--- src/rtl/sdram_pwrup_pkg.sv ---
package sdram_pwrup_pkg;

   // Command codes decoded by the downstream broadcaster
   typedef enum logic [2:0] {
      CMD_NOP           = 3'd1,
      CMD_PRECHARGE_ALL = 3'd2,
      CMD_MODE_SET      = 3'd3,
      CMD_AUTO_REFRESH  = 3'd6,
      CMD_NORMAL        = 3'd7
   } sdram_cmd_e;

   // Steps of the power-up walk, in issue order
   typedef enum logic [2:0] {
      PH_NOP       = 3'd0,
      PH_PRECHARGE = 3'd1,
      PH_REFRESH   = 3'd2,
      PH_MODE_SET  = 3'd3,
      PH_NORMAL    = 3'd4,
      PH_FINISHED  = 3'd5
   } init_phase_e;

   typedef enum logic [1:0] {
      SQ_WAIT  = 2'd0,
      SQ_ISSUE = 2'd1,
      SQ_DONE  = 2'd2
   } seq_state_e;

endpackage

--- src/rtl/pwrup_us_timer.sv ---
module pwrup_us_timer #(
   parameter int W         = 9,
   parameter int RESET_VAL = 200,
   parameter bit TICK_REG  = 1'b0
) (
   input  logic         clk,
   input  logic         rst_n,
   input  logic         tick_in,
   input  logic         load,
   input  logic [W-1:0] load_val,
   output logic         expired
);

   localparam logic [W-1:0] RST_CNT = W'(RESET_VAL);

   if (W < 1) begin : g_bad_width
      $error("pwrup_us_timer: W must be at least 1");
   end
   if (RESET_VAL >= (1 << W)) begin : g_bad_reset
      $error("pwrup_us_timer: RESET_VAL does not fit in W bits");
   end

   logic         tick_use;
   logic [W-1:0] count_q;

   // Optional retiming flop on the tick for long routes
   if (TICK_REG) begin : g_tick_flop
      logic tick_q;
      always_ff @(posedge clk or negedge rst_n) begin
         if (!rst_n) tick_q <= 1'b0;
         else        tick_q <= tick_in;
      end
      assign tick_use = tick_q;
   end else begin : g_tick_direct
      assign tick_use = tick_in;
   end

   always_ff @(posedge clk or negedge rst_n) begin
      if (!rst_n) begin
         count_q <= RST_CNT;
      end else if (load) begin
         count_q <= load_val;
      end else if (tick_use && (count_q != '0)) begin
         count_q <= count_q - 1'b1;
      end
   end

   assign expired = (count_q == '0);

endmodule

--- src/rtl/pwrup_rep_cnt.sv ---
module pwrup_rep_cnt #(
   parameter int COUNT = 8
) (
   input  logic clk,
   input  logic rst_n,
   input  logic bump,
   output logic last
);

   if (COUNT < 1) begin : g_bad_count
      $error("pwrup_rep_cnt: COUNT must be at least 1");
   end

   if (COUNT == 1) begin : g_single
      logic unused_pins;
      assign unused_pins = &{1'b0, clk, rst_n, bump};
      assign last = 1'b1;
   end else begin : g_multi
      localparam int CW = $clog2(COUNT);
      localparam logic [CW-1:0] LAST_VAL = CW'(COUNT - 1);
      logic [CW-1:0] cnt_q;

      always_ff @(posedge clk or negedge rst_n) begin
         if (!rst_n) begin
            cnt_q <= '0;
         end else if (bump) begin
            if (cnt_q == LAST_VAL) cnt_q <= '0;
            else                   cnt_q <= cnt_q + 1'b1;
         end
      end

      assign last = (cnt_q == LAST_VAL);
   end

endmodule

--- src/rtl/pwrup_step_decode.sv ---
module pwrup_step_decode
   import sdram_pwrup_pkg::*;
#(
   parameter int ADDR_W            = 12,
   parameter int WAIT_W            = 9,
   parameter int MODE_OFFSET       = 'h1D0,
   parameter int NOP_WAIT_US       = 200,
   parameter int PRECHARGE_WAIT_US = 1,
   parameter int REFRESH_WAIT_US   = 1,
   parameter int MODE_WAIT_US      = 2,
   parameter int NORMAL_WAIT_US    = 1
) (
   input  init_phase_e        phase,
   output sdram_cmd_e         cmd,
   output logic [ADDR_W-1:0]  addr,
   output logic [WAIT_W-1:0]  delay
);

   localparam logic [ADDR_W-1:0] MODE_ADDR = ADDR_W'(MODE_OFFSET);
   localparam logic [WAIT_W-1:0] D_NOP     = WAIT_W'(NOP_WAIT_US);
   localparam logic [WAIT_W-1:0] D_PRE     = WAIT_W'(PRECHARGE_WAIT_US);
   localparam logic [WAIT_W-1:0] D_REF     = WAIT_W'(REFRESH_WAIT_US);
   localparam logic [WAIT_W-1:0] D_MODE    = WAIT_W'(MODE_WAIT_US);
   localparam logic [WAIT_W-1:0] D_NORM    = WAIT_W'(NORMAL_WAIT_US);

   always_comb begin
      cmd   = CMD_NOP;
      addr  = '0;
      delay = '0;
      case (phase)
         PH_NOP: begin
            cmd   = CMD_NOP;
            delay = D_NOP;
         end
         PH_PRECHARGE: begin
            cmd   = CMD_PRECHARGE_ALL;
            delay = D_PRE;
         end
         PH_REFRESH: begin
            cmd   = CMD_AUTO_REFRESH;
            delay = D_REF;
         end
         PH_MODE_SET: begin
            cmd   = CMD_MODE_SET;
            addr  = MODE_ADDR;
            delay = D_MODE;
         end
         PH_NORMAL: begin
            cmd   = CMD_NORMAL;
            delay = D_NORM;
         end
         default: begin
            cmd   = CMD_NOP;
         end
      endcase
   end

endmodule

--- src/rtl/sdram_pwrup_seq.sv ---
module sdram_pwrup_seq
   import sdram_pwrup_pkg::*;
#(
   parameter int ADDR_W            = 12,
   parameter int WAIT_W            = 9,
   parameter int STARTUP_US        = 200,
   parameter int NOP_WAIT_US       = 200,
   parameter int PRECHARGE_WAIT_US = 1,
   parameter int REFRESH_COUNT     = 8,
   parameter int REFRESH_WAIT_US   = 1,
   parameter int MODE_WAIT_US      = 2,
   parameter int NORMAL_WAIT_US    = 1,
   parameter int MODE_OFFSET       = 'h1D0,
   parameter bit TICK_REG          = 1'b0
) (
   input  logic              clk,
   input  logic              rst_n,
   input  logic              us_tick,
   input  logic              cmd_done,
   output logic [2:0]        cmd_code,
   output logic [ADDR_W-1:0] cmd_addr,
   output logic              cmd_req,
   output logic              init_done,
   output logic              refresh_en
);

   localparam int WAIT_LIMIT = 1 << WAIT_W;

   if (STARTUP_US >= WAIT_LIMIT || NOP_WAIT_US >= WAIT_LIMIT ||
       PRECHARGE_WAIT_US >= WAIT_LIMIT || REFRESH_WAIT_US >= WAIT_LIMIT ||
       MODE_WAIT_US >= WAIT_LIMIT || NORMAL_WAIT_US >= WAIT_LIMIT) begin : g_bad_wait
      $error("sdram_pwrup_seq: a wait does not fit in WAIT_W bits");
   end
   if (MODE_OFFSET >= (1 << ADDR_W)) begin : g_bad_offset
      $error("sdram_pwrup_seq: MODE_OFFSET does not fit in ADDR_W bits");
   end
   if (REFRESH_COUNT < 1) begin : g_bad_refresh
      $error("sdram_pwrup_seq: REFRESH_COUNT must be at least 1");
   end

   seq_state_e        state_q;
   init_phase_e       phase_q;
   init_phase_e       phase_next;
   sdram_cmd_e        dec_cmd;
   logic [ADDR_W-1:0] dec_addr;
   logic [WAIT_W-1:0] dec_delay;
   logic              accept;
   logic              wait_over;
   logic              rep_last;

   assign accept = (state_q == SQ_ISSUE) && cmd_done;

   pwrup_step_decode #(
      .ADDR_W            (ADDR_W),
      .WAIT_W            (WAIT_W),
      .MODE_OFFSET       (MODE_OFFSET),
      .NOP_WAIT_US       (NOP_WAIT_US),
      .PRECHARGE_WAIT_US (PRECHARGE_WAIT_US),
      .REFRESH_WAIT_US   (REFRESH_WAIT_US),
      .MODE_WAIT_US      (MODE_WAIT_US),
      .NORMAL_WAIT_US    (NORMAL_WAIT_US)
   ) u_decode (
      .phase (phase_q),
      .cmd   (dec_cmd),
      .addr  (dec_addr),
      .delay (dec_delay)
   );

   pwrup_us_timer #(
      .W         (WAIT_W),
      .RESET_VAL (STARTUP_US),
      .TICK_REG  (TICK_REG)
   ) u_timer (
      .clk      (clk),
      .rst_n    (rst_n),
      .tick_in  (us_tick),
      .load     (accept),
      .load_val (dec_delay),
      .expired  (wait_over)
   );

   pwrup_rep_cnt #(
      .COUNT (REFRESH_COUNT)
   ) u_refresh_cnt (
      .clk   (clk),
      .rst_n (rst_n),
      .bump  (accept && (phase_q == PH_REFRESH)),
      .last  (rep_last)
   );

   // Stay on the refresh step until its last repetition is accepted
   always_comb begin
      if ((phase_q == PH_REFRESH) && !rep_last) phase_next = phase_q;
      else                                      phase_next = init_phase_e'(phase_q + 3'd1);
   end

   always_ff @(posedge clk or negedge rst_n) begin
      if (!rst_n) begin
         state_q <= SQ_WAIT;
         phase_q <= PH_NOP;
      end else begin
         case (state_q)
            SQ_WAIT: begin
               if (wait_over) begin
                  state_q <= (phase_q == PH_FINISHED) ? SQ_DONE : SQ_ISSUE;
               end
            end
            SQ_ISSUE: begin
               if (cmd_done) begin
                  state_q <= SQ_WAIT;
                  phase_q <= phase_next;
               end
            end
            SQ_DONE: begin
               state_q <= SQ_DONE;
            end
            default: begin
               state_q <= SQ_WAIT;
            end
         endcase
      end
   end

   assign cmd_req    = (state_q == SQ_ISSUE);
   assign cmd_code   = dec_cmd;
   assign cmd_addr   = dec_addr;
   assign init_done  = (state_q == SQ_DONE);
   assign refresh_en = (state_q == SQ_DONE);

endmodule

--- config.mk ---
export PLATFORM = sky130hd
export DESIGN_NAME = sdram_pwrup_seq
export DESIGN_NICKNAME = d
export VERILOG_FILES = /design/src/rtl/sdram_pwrup_pkg.sv /design/src/rtl/pwrup_us_timer.sv /design/src/rtl/pwrup_rep_cnt.sv /design/src/rtl/pwrup_step_decode.sv /design/src/rtl/sdram_pwrup_seq.sv
export SDC_FILE = /design/constraint.sdc
export NUM_CORES = 1
export LEC_CHECK = 0
export ABC_AREA = 1
export ABC_CLOCK_PERIOD_IN_PS = 1350
export BUFFER_PORTS_ARGS = -buffer_cell sky130_fd_sc_hd__buf_2
export CAP_MARGIN = 10
export CELL_PAD_IN_SITES_DETAIL_PLACEMENT = 0
export CELL_PAD_IN_SITES_GLOBAL_PLACEMENT = 1
export CORE_UTILIZATION = 30
export CTS_CLUSTER_DIAMETER = 30
export DETAILED_ROUTE_END_ITERATION = 8
export PLACE_DENSITY_LB_ADDON = 0.1
export REMOVE_ABC_BUFFERS = 1
export SYNTH_ARGS = -nofsm -noshare
export SYNTH_HDL_FRONTEND = slang
export SYNTH_SLANG_ARGS = --single-unit
export TNS_END_PERCENT = 50
--- constraint.sdc ---
create_clock -name clk -period 1.35 [get_ports clk]
set_input_delay 0.0675 -clock clk [delete_from_list [all_inputs] [get_ports clk]]
set_output_delay 0.0675 -clock clk [all_outputs]
set_load 0.01 [all_outputs]
==> impl_table.tex <==
\begin{tabular}{lr}
\hline
Metric & Value \\
\hline
\multicolumn{2}{l}{\textbf{Job}} \\
\quad MaxCap Viol Count & 0 \\
\multicolumn{2}{l}{\textbf{Pwr}} \\
\quad Part of the total power dissipated in combinational logic & about two thirds \\
\quad Leak Pwr & 0.806 nW \\
\quad Cell Int Power & roughly 2.2 mW \\
\quad Pwr per Cell Area & 2400 mW/mm² \\
\quad Net Sw Frac & 42.6\% \\
\quad Seq pwr share & $\sim$25\% \\
\quad Worst ir drop on vdd & approximately 1100 µV \\
\quad Clock network fraction of total power & 10.2\% \\
\quad Switching power summed over all nets & roughly 1.6 mW \\
\multicolumn{2}{l}{\textbf{Timing}} \\
\quad Worst Clk Skew & approximately 0.0061 ns \\
\quad Number of setup violations in the final report & 8 \\
\quad Hold slack & 0.0305 ns \\
\quad FMAX & about 650 MHz \\
\quad RSZ-0062 raised after global routing & yes \\
\quad Least setup slack across all paths after layout & -0.184 ns \\
\quad Final hold violations & 0 \\
\quad Final period util & 114\% \\
\quad Final critical-path required period & approximately 1.5 ns \\
\quad Number of max-slew violations in the final report & 0 \\
\multicolumn{2}{l}{\textbf{Yosys}} \\
\quad Share of synthesized area occupied by flip-flops and latches & between 30\% and 40\% \\
\quad Post-Syn Area per Cell & 7.99 µm² \\
\quad Number of instances in the synthesized netlist & about 150 \\
\quad Unique masters post-synth & 25 \\
\quad Number of register bits inferred by synthesis & 17 \\
\quad YS warnings & 0 \\
\quad Cell taking the most area after synthesis & dfrtp\_1 \\
\quad Adder and majority gate portion of the synthesized area & under 10\% \\
\quad Total standard cell area after synthesis & about 0.0012 mm² \\
\quad Area share of the largest cell type after synthesis & 29.4\% \\
\quad Fraction of synthesized area in multiplexers & 0\% \\
\quad Cell types occupying the most area after synthesis & dfrtp\_1 29\%, nand2\_1 9.8\%, ha\_1 8.4\%, buf\_4 7.6\%, dfstp\_2 6.6\% \\
\quad Largest family of logic cells by synthesized area & simple AND/OR/NAND/NOR gates \\
\quad Compound-Gate Fraction of Synth Area & around an eighth \\
\quad Post-synthesis xor/xnor area fraction & under 10\% \\
\quad Simple logic cell fraction of the synthesized area & 26.7\% \\
\multicolumn{2}{l}{\textbf{Worst hold path}} \\
\quad Worst min-delay path class & primary input to flip-flop \\
\quad Hold path startpoint & us\_tick \\
\multicolumn{2}{l}{\textbf{Clocking}} \\
\quad Clk\_lat worst skew & roughly 0.26 ns \\
\quad Sinks on the clock net & 17 \\
\quad CTS H-tree depth & 1 \\
\quad Root buf cell & clkbuf\_8 \\
\quad Clock Path Buffers & 2 \\
\quad CTS Buf Count & 3 \\
\quad Clock-pin slew of the registers on the worst-case setup and hold paths & approximately 0.070 ns \\
\quad TritonCTS clock tree & done \\
\multicolumn{2}{l}{\textbf{Worst setup path}} \\
\quad Worst reg2reg path startpoint & phase\_q[1]\$\_DFFE\_PN0P\_ \\
\quad Arr. time, crit path & 1.47 ns \\
\quad Required time reported for the critical path endpoint & 1.28 ns \\
\quad Worst Path Max Fanout & 4 \\
\quad WS Path Type & flip-flop to output port \\
\quad Launch point of the worst path & phase\_q[1]\$\_DFFE\_PN0P\_ \\
\quad Type of origin of the critical path & flip-flop \\
\quad Nature of the critical path endpoint & output port \\
\multicolumn{2}{l}{\textbf{Detailed routing}} \\
\quad Router iterations before antenna repair & 4 \\
\quad Post-detailed-route DRC marker count & 0 \\
\quad Drt via density & roughly 4.4 \\
\quad 1st-iter DRT viols & 13 \\
\quad Remaining antenna violation count after routing & 0 \\
\quad Total routed wirelength & 2.53 mm \\
\quad Total number of vias & slightly above 1,000 \\
\quad Routed wirelength normalized by instance count & between 10 and 15 µm \\
\multicolumn{2}{l}{\textbf{Cells and area}} \\
\quad Final standard cell utilization of the core & around 43\% \\
\quad Ant diodes & 0 \\
\quad Ratio of cells with drive above 1 in the final layout & 46.2\% \\
\quad Register area & $\sim$430 µm² \\
\quad Total of fill cells in the finished design & roughly 380 \\
\quad Net count of the finished layout & 195 \\
\quad Multi-input combinational cell area & 727 µm² \\
\quad Relative area change from synthesis to final layout & 35.3\% \\
\quad Filler-free cell count of the finished design & 230 \\
\multicolumn{2}{l}{\textbf{Floorplanning}} \\
\quad Die X & $\sim$65 µm \\
\quad Starting density of the core & between 30\% and 40\% \\
\quad Die Ht & $\sim$65 µm \\
\quad Core area & 0.00374 mm² \\
\quad Row Count & 22 \\
\quad Top-level I/O count & 22 \\
\quad Total Die Area & approximately 0.0042 mm² \\
\multicolumn{2}{l}{\textbf{Global route}} \\
\quad Number of global-route vias before repair & about 1,000 \\
\quad GRT Overall Usage & between 10\% and 20\% \\
\quad Initial antenna violation count & 0 \\
\quad First-pass GRT wire length & between 4 and 5 mm \\
\quad Remaining global-route overflow & 0 \\
\quad Pin count of the biggest net entering global routing & 18 \\
\multicolumn{2}{l}{\textbf{Placement}} \\
\quad Buffers on Ports & 13 \\
\quad Post-detailed-placement half-perimeter wirelength & 1.94 mm \\
\quad RD Place Congestion & 0.767 \\
\quad Worst slack at placement & -0.0860 ns \\
\quad Placed cell count & $\sim$220 \\
\multicolumn{2}{l}{\textbf{Status}} \\
\quad Result of the run & complete, but fails checks \\
\quad Violated checks & setup timing \\
\hline
\end{tabular}
[sequential cells by signal, indices dropped and copies added (netlist names)]
signal and flops:
phase_q 3, state_q 2, u_refresh_cnt.g_multi.cnt_q 3, u_timer.count_q 9
[stage by stage]
stage	TNS [ns]	power (mW)	instance area, µm²
floorplan	-0.200	2.14	1110
global placement	-0.114	2.85	1370
detailed placement	-0.209	2.88	1370
CTS	-0.875	3.71	1540
global route	-1.38	4.24	1610
finish	-0.864	3.86	1610
[repair_timing]
action | 4_1_cts | 5_1_grt
hold endpoints to repair | 14 | 0
pin swaps | 3 | 6
endpoints found under the setup margin | 13 | 22
resized for setup | 28 | 18
hold buffers | 1 | 0
buffers inserted | 2 | 2
[critical path, cell delays in order (launching register included)]
cell	delay [ns]
dfrtp_2	0.44
ha_2	0.19
ha_4	0.16
or2_2	0.30
buf_6	0.12
[final cells by class]
class | count | share of cell area [%]
well taps | 48 | 3.73
clock buffers | 4 | 2.80
flip-flops and latches | 17 | 26.7
inverters | 17 | 3.96
multi-input cells | 108 | 45.1
repair buffers | 36 | 17.7
[cell usage in the layout, fill, tap and decap left out]
cell / Yosys / routed
dfrtp_1: 14 / 13
o22ai_1: 1 / 1
o21ai_0: 11 / 5
a211oi_1: 1 / 1
nand2_1: 31 / 28
buf_2: 1 / 7
nor2_2: 1 / 4
clkbuf_1: 0 / 1
dfrtp_2: 0 / 1
o21ai_4: 0 / 2
ha_1: 8 / 2
o21ai_2: 6 / 6
dfstp_2: 3 / 3
nand3_1: 9 / 8
nor2_4: 1 / 1
nor2_1: 14 / 11
dlygate4sd3_1: 0 / 1
ha_2: 0 / 2
or2_4: 0 / 1
clkbuf_8: 0 / 3
buf_6: 1 / 8
or2_2: 2 / 1
xor2_1: 3 / 3
nand2_4: 4 / 3
ha_4: 0 / 4
o31ai_1: 1 / 1
inv_2: 1 / 9
a21oi_1: 3 / 3
inv_1: 16 / 8
nand3_2: 1 / 2
conb_1: 1 / 8
o21ai_1: 0 / 4
buf_4: 12 / 20
nand2_2: 3 / 6
nand2_8: 0 / 1
[per-layer routing]
metal	wire length [µm]	vias up	GRT usage, %
li1	-	517	-
met1	1120	485	16.1
met2	1310	10	24.3
met3	70	2	4.23
met4	23	0	3.26
met5	0	-	0
[power groups by stage]
| stage | sequential (mW) | combinational (mW) | clock, mW |
|---|---|---|---|
| after floorplan | 0.906 | 1.24 | 0 |
| after global placement | 0.915 | 1.94 | 0 |
| after detailed placement | 0.922 | 1.96 | 0 |
| after CTS | 0.926 | 2.37 | 0.413 |
| after global routing | 0.981 | 2.82 | 0.433 |
| final | 0.949 | 2.52 | 0.395 |
[worst paths after layout]
check                                                              to  slack [ns]  cells past startpoint
setup / recovery                                          cmd_code[0]       -0.18                      4
hold / removal                         u_timer.count_q[8]$_DFFE_PN0P_        0.03                      2
setup reg to reg                       u_timer.count_q[0]$_DFFE_PN0P_       -0.01                     10
hold reg to reg            u_refresh_cnt.g_multi.cnt_q[0]$_DFFE_PN0P_        0.48                      1
max in group asynchronous              u_timer.count_q[3]$_DFFE_PN1P_        0.74                      2
min in group asynchronous              u_timer.count_q[8]$_DFFE_PN0P_        0.27                      2
[Yosys cell counts]
master	n
dfrtp_1	14
nor2_4	1
xor2_1	3
buf_6	1
buf_2	1
a211oi_1	1
conb_1	1
nor2_1	14
nor2_2	1
nand2_4	4
ha_1	8
o31ai_1	1
o21ai_0	11
nand3_2	1
dfstp_2	3
nand2_1	31
nand2_2	3
inv_2	1
or2_2	2
inv_1	16
o21ai_2	6
buf_4	12
o22ai_1	1
a21oi_1	3
nand3_1	9
[cell families after synthesis]
kind of cell | after synthesis
other | 1
xor gates and xnor gates | 3
DFF | 17
adders and majority gates | 8
AOI/OAI and AO/OA | 23
buffers and inverters | 31
and+or+nand+nor | 66
No activity file was read; power rests on OpenSTA's default activity.
